[src/rtl/jtt_branch_unit.sv]
module jtt_branch_unit #(
  parameter int AW   = 64,
  parameter int MW   = 16,
  parameter int ILEN = 4
) (
  input  logic          clk,
  input  logic          rst_n,
  input  logic          req_valid,
  output logic          req_ready,
  input  logic [AW-1:0] req_index,
  input  logic [MW-1:0] req_max,
  input  logic [1:0]    req_size,
  input  logic [AW-1:0] req_pc,
  input  logic [AW-1:0] req_default,
  output logic          mem_req_valid,
  input  logic          mem_req_ready,
  output logic [AW-1:0] mem_req_addr,
  input  logic          mem_rsp_valid,
  input  logic [AW-1:0] mem_rsp_data,
  input  logic          mem_rsp_fault,
  output logic          redir_valid,
  output logic [AW-1:0] redir_target,
  output logic          exc_valid
);

  typedef enum logic [1:0] {S_IDLE, S_FETCH, S_WAIT, S_REDIR} st_t;

  st_t           st;
  logic [AW-1:0] addr_q, base_q, tgt_q, elem;
  logic [1:0]    size_q;
  logic          fault_q, use_def;

  wire           accept   = req_valid && (st == S_IDLE);
  wire           in_range = !req_index[AW-1] &&
                            (req_index <= {{(AW-MW){1'b0}}, req_max});
  wire [AW-1:0]  span     = AW'({1'b0, req_max} + (MW+1)'(1)) << req_size;
  wire [AW-1:0]  base_raw = req_pc + span + AW'(3);
  wire [AW-1:0]  idx_off  = AW'(req_index[MW-1:0]) << req_size;

  always_comb begin
    case (size_q)
      2'd0:    elem = {{(AW-8){mem_rsp_data[7]}},   mem_rsp_data[7:0]};
      2'd1:    elem = {{(AW-16){mem_rsp_data[15]}}, mem_rsp_data[15:0]};
      2'd2:    elem = {{(AW-32){mem_rsp_data[31]}}, mem_rsp_data[31:0]};
      default: elem = mem_rsp_data;
    endcase
  end

  always_ff @(posedge clk) begin
    if (!rst_n) begin
      st      <= S_IDLE;
      addr_q  <= '0;
      base_q  <= '0;
      tgt_q   <= '0;
      size_q  <= '0;
      fault_q <= 1'b0;
      use_def <= 1'b0;
    end else begin
      case (st)
        S_IDLE: if (accept) begin
          size_q  <= req_size;
          fault_q <= 1'b0;
          if (in_range) begin
            st      <= S_FETCH;
            use_def <= 1'b0;
            addr_q  <= req_pc + AW'(ILEN) + idx_off;
            base_q  <= {base_raw[AW-1:2], 2'b00};
          end else begin
            st      <= S_REDIR;
            use_def <= 1'b1;
            tgt_q   <= req_default;
          end
        end
        S_FETCH: if (mem_req_ready) st <= S_WAIT;
        S_WAIT: if (mem_rsp_valid) begin
          st      <= S_REDIR;
          fault_q <= mem_rsp_fault;
          tgt_q   <= base_q + {elem[AW-3:0], 2'b00};
        end
        default: st <= S_IDLE;
      endcase
    end
  end

  assign req_ready     = (st == S_IDLE);
  assign mem_req_valid = (st == S_FETCH);
  assign mem_req_addr  = addr_q;
  assign redir_valid   = (st == S_REDIR) && !fault_q;
  assign exc_valid     = (st == S_REDIR) && fault_q;
  assign redir_target  = tgt_q;

  AST_OOR_DEFAULT: assert property (@(posedge clk) disable iff (!rst_n)
    accept && !in_range |=> redir_valid && !mem_req_valid && redir_target == $past(req_default));
  AST_REQ_HOLD: assert property (@(posedge clk) disable iff (!rst_n)
    mem_req_valid && !mem_req_ready |=> mem_req_valid && $stable(mem_req_addr));
  AST_TGT_ALIGNED: assert property (@(posedge clk) disable iff (!rst_n)
    redir_valid && !use_def |-> redir_target[1:0] == 2'b00);
  AST_STROBE_EXCL: assert property (@(posedge clk) disable iff (!rst_n)
    !(redir_valid && exc_valid));
  AST_STROBE_PULSE: assert property (@(posedge clk) disable iff (!rst_n)
    (redir_valid || exc_valid) |=> !redir_valid && !exc_valid && req_ready);
  AST_NO_REQ_BUSY: assert property (@(posedge clk) disable iff (!rst_n)
    mem_req_valid |-> !req_ready);

endmodule

[config.mk]
export PLATFORM = sky130hd
export DESIGN_NAME = jtt_branch_unit
export DESIGN_NICKNAME = d
export VERILOG_FILES = /design/src/rtl/jtt_branch_unit.sv
export SDC_FILE = /design/constraint.sdc
export NUM_CORES = 1
export LEC_CHECK = 0
export ABC_CLOCK_PERIOD_IN_PS = 10200
export BUFFER_PORTS_ARGS = -buffer_cell sky130_fd_sc_hd__buf_2
export CORE_MARGIN = 1
export CORE_UTILIZATION = 35
export CTS_BUF_LIST = sky130_fd_sc_hd__clkbuf_4 sky130_fd_sc_hd__clkbuf_8 sky130_fd_sc_hd__clkbuf_16
export CTS_CLUSTER_SIZE = 20
export DETAILED_ROUTE_END_ITERATION = 8
export HOLD_SLACK_MARGIN = 0.05
export MAX_ROUTING_LAYER = met4
export SLEW_MARGIN = 10
export SYNTH_ARGS = -nofsm -noshare
export SYNTH_HDL_FRONTEND = slang
export SYNTH_SLANG_ARGS = --single-unit
[constraint.sdc]
create_clock -name clk -period 10.2 [get_ports clk]
set_input_delay 1.53 -clock clk [delete_from_list [all_inputs] [get_ports clk]]
set_output_delay 1.53 -clock clk [all_outputs]
set_load 0.005 [all_outputs]
==> metrics.txt <==
outcome complete, no violations; Seq/Total Area, Yosys 22.8%; Layout Cells excl Fill 3269; sw power 1.30 mW; Yosys Warn Count 0; setup TNS 0 ns; total power 3.05 mW; worst skew pair latency 0.51 ns; area of the core 48000 um^2; worst vdd ir 0.124 mV; ys flop type dfxtp_1; fin. max-slew vios 0; Avg Inst Size Synth 7.36 um^2; switching fraction of total power 42.6%; # setup viols final 0; first-pass GRT wire length 98800 um; DR vias/cell 5.63; RSZ-0062 raised after global routing false; First-pass DRT Iterations 6; Resized Gates After CTS 0; most common cell after layout, fill and taps aside buf_2; vias in the first global route 17200; flip-flop and latch count after synthesis 195; RR Endpoint redir_target[55]$_SDFFE_PN0P_; most frequent cells in the layout 409 x buf_2, 285 x a21oi_1, 246 x nor2_1; post-synthesis async set-or-reset flop share 0%; syn nets 2769; flop2flop setup slack 5.75 ns; Port-buffer cells 409; initial drt markers 1297; TritonCTS Buffers 17; worst r2r src size_q[1]$_SDFFE_PN0P_; EDFF count, synth 0; xor/xnor share of the synthesized area 8.18%; fraction of the mapped netlist area in simple logic gates 21.4%; Critical Path Start Type input pin; setup ws final 3.76 ns; Post-Route WL 64600 um; # hold bufs at CTS 0; clock sink count 195; Clock Tree Root clkbuf_16; Clock power frac 23.6%; Detail Route Antenna Nets 0; via count 18400; initial antenna violation count 6; GRT overflow 0; Synth Instances 2328; largest net degree at the start of global routing 106; placed cell count 3229; Die ar. 49800 um^2; Hold Slack 0.453 ns; Layout Area Growth over Synthesis 17.8%; Post-DP HPWL 51300 um; postcts setup bufs 0; post-synth cell types 71; Max Clock Skew 0.0200 ns; total I/O pin count 412; Sequential Power Share 30.0%; Hold/Removal Path Class flop to flop; Slew headroom 31.0%; chip width 223 um; dpl ws 3.35 ns; final hold vios 0; Clock Path Buffers 2; WS Path Type input pin to flop; CP Capture Type flop; min cycle time layout 6.44 ns; WL/cell 19.8 um; post-synthesis compound-gate area fraction 26.7%; Adder-Cell Fraction of Synth Area 11.9%; synth top area cells dfxtp_1 23%, ha_1 12%, a21oi_1 8.4%; Util after Layout 42.0%; max_cap viols 0; dominant cell type by area after synthesis dfxtp_1; Worst Hold Path Cells 2; Final Cell Area 20200 um^2; cells on worst reg2reg path 14; critical-path maximum fanout 61; layout cell share with drive strength beyond 1 18.6%; final worst path period share 63.1%; GRT Total Usage 26.1%; Initial Utilization 35.7%; max frequency 155 MHz; CTS H-Tree Depth 4; placed cell area 19600 um^2; Internal Power 1.75 mW; GPL Wtd Cong 0.956; mux share of post-synthesis cell area 4.54%; largest family of logic cells by synthesized area compound AO/OA/AOI/OAI gates; Synth top area share 22.8%; leak pwr 8.99 nW; CTS tree yes; worst path required time 10.64 ns; CP Data Arrival Time 6.88 ns; Pwr per Cell Area 151 nW/um^2; actual slew at the worst max-slew pin 1.03 ns; Min-Delay Endpoint mem_req_addr[4]$_SDFFE_PN0P_; hold_sp mem_req_addr[4]$_SDFFE_PN0P_; Die Height 223 um; Syn Std Cell Area 17100 um^2; CTS clk-pin slew, worst paths 0.09 ns; Remaining DRCs 0; nets 3074; number of cell rows 80; combinational share of power 46.4%
## how the worst max path moves through the flow
| stage | start | end | slack, ns | cells past startpoint |
|---|---|---|---|---|
| after floorplan | req_size[0] | mem_req_addr[48]$_SDFFE_PN0P_ | 4.57 | 19 |
| after detailed placement | req_size[0] | base_q[30]$_SDFFE_PN0P_ | 3.35 | 20 |
| final | req_size[0] | base_q[30]$_SDFFE_PN0P_ | 3.76 | 20 |
| after global placement | req_size[0] | base_q[62]$_SDFFE_PN0P_ | 3.48 | 20 |
| after CTS | req_size[0] | base_q[30]$_SDFFE_PN0P_ | 3.88 | 20 |
| after global routing | req_size[0] | base_q[30]$_SDFFE_PN0P_ | 3.48 | 20 |
## flip-flops by register name, indices dropped and copies added, names as in the netlist
name,count
base_q,62
redir_target,64
mem_req_addr,64
st,2
size_q,2
fault_q,1
## cell families after synthesis
kind of cell / count (synthesis)
adders and majority gates: 161
AOI/OAI and AO/OA: 765
xor gates and xnor gates: 160
muxes: 66
buffers and inverters: 203
and+or+nand+nor: 778
DFF: 195
## final cells by class
| cell class | count | area (um^2) |
|---|---|---|
| Fill cell | 5016 | 27900 |
| Inverter | 64 | 240 |
| Tap cell | 615 | 769 |
| Clock buffer | 19 | 453 |
| Clock inverter | 13 | 149 |
| Sequential cell | 195 | 3900 |
| Timing Repair Buffer | 425 | 2170 |
| Multi-Input combinational cell | 1930 | 12500 |
| Antenna cell | 8 | 20.0 |
## Yosys cell counts, types with 9 or more instances
master	instances
xor2_1	59
nor3_1	49
or2_2	9
nand2b_1	13
mux4_2	9
xnor2_1	101
or3_1	16
nand3_1	55
buf_1	10
nor2_1	247
a211oi_1	58
a31oi_1	25
and4_1	11
o21a_1	19
a21oi_1	286
o21bai_1	16
o21ai_0	196
and2_1	13
ha_1	158
nand2_1	211
nand4_1	55
and3_1	28
clkbuf_1	123
nor4_1	27
o211ai_1	22
dfxtp_1	195
nor2b_1	21
a21o_1	74
mux2i_1	54
inv_1	63
## per-layer routing
| layer | wire [um] | global-route usage (%) | up-vias | share of wire [%] |
|---|---|---|---|---|
| met3 | 4120 | 4.14 | 84 | 6.4 |
| li1 | - | - | 9082 | - |
| met2 | 27200 | 37.7 | 658 | 42 |
| met5 | 0 | - | - | 0 |
| met4 | 1540 | 8.41 | 0 | 2.4 |
| met1 | 31800 | 36.9 | 8581 | 49 |
## power groups by stage
stage / Combinational (mW) / Clock [mW] / Sequential (mW)
after global placement: 1.39 / 0 / 0.929
after floorplan: 0.942 / 0 / 0.941
final: 1.42 / 0.721 / 0.916
after global routing: 1.57 / 0.767 / 0.929
after detailed placement: 1.40 / 0 / 0.934
after CTS: 1.41 / 0.744 / 0.917
## critical path, cell delays in order
cell and delay [ns]:
buf_2 0.07, buf_4 0.55, inv_1 0.46, a21oi_1 0.25
a21oi_1 0.06, nor2_1 0.23, nor2_1 0.07, a21oi_1 0.25
ha_1 0.29, ha_1 0.26, nor4_2 0.29, a21o_1 0.16
a211oi_1 0.06, a31o_1 0.29, a31o_1 0.26, a211o_1 0.37
a21o_1 0.21, a21oi_1 0.74, o21ai_0 0.19, a31oi_1 0.21
Note: power is estimated with default switching activity, not from simulation.
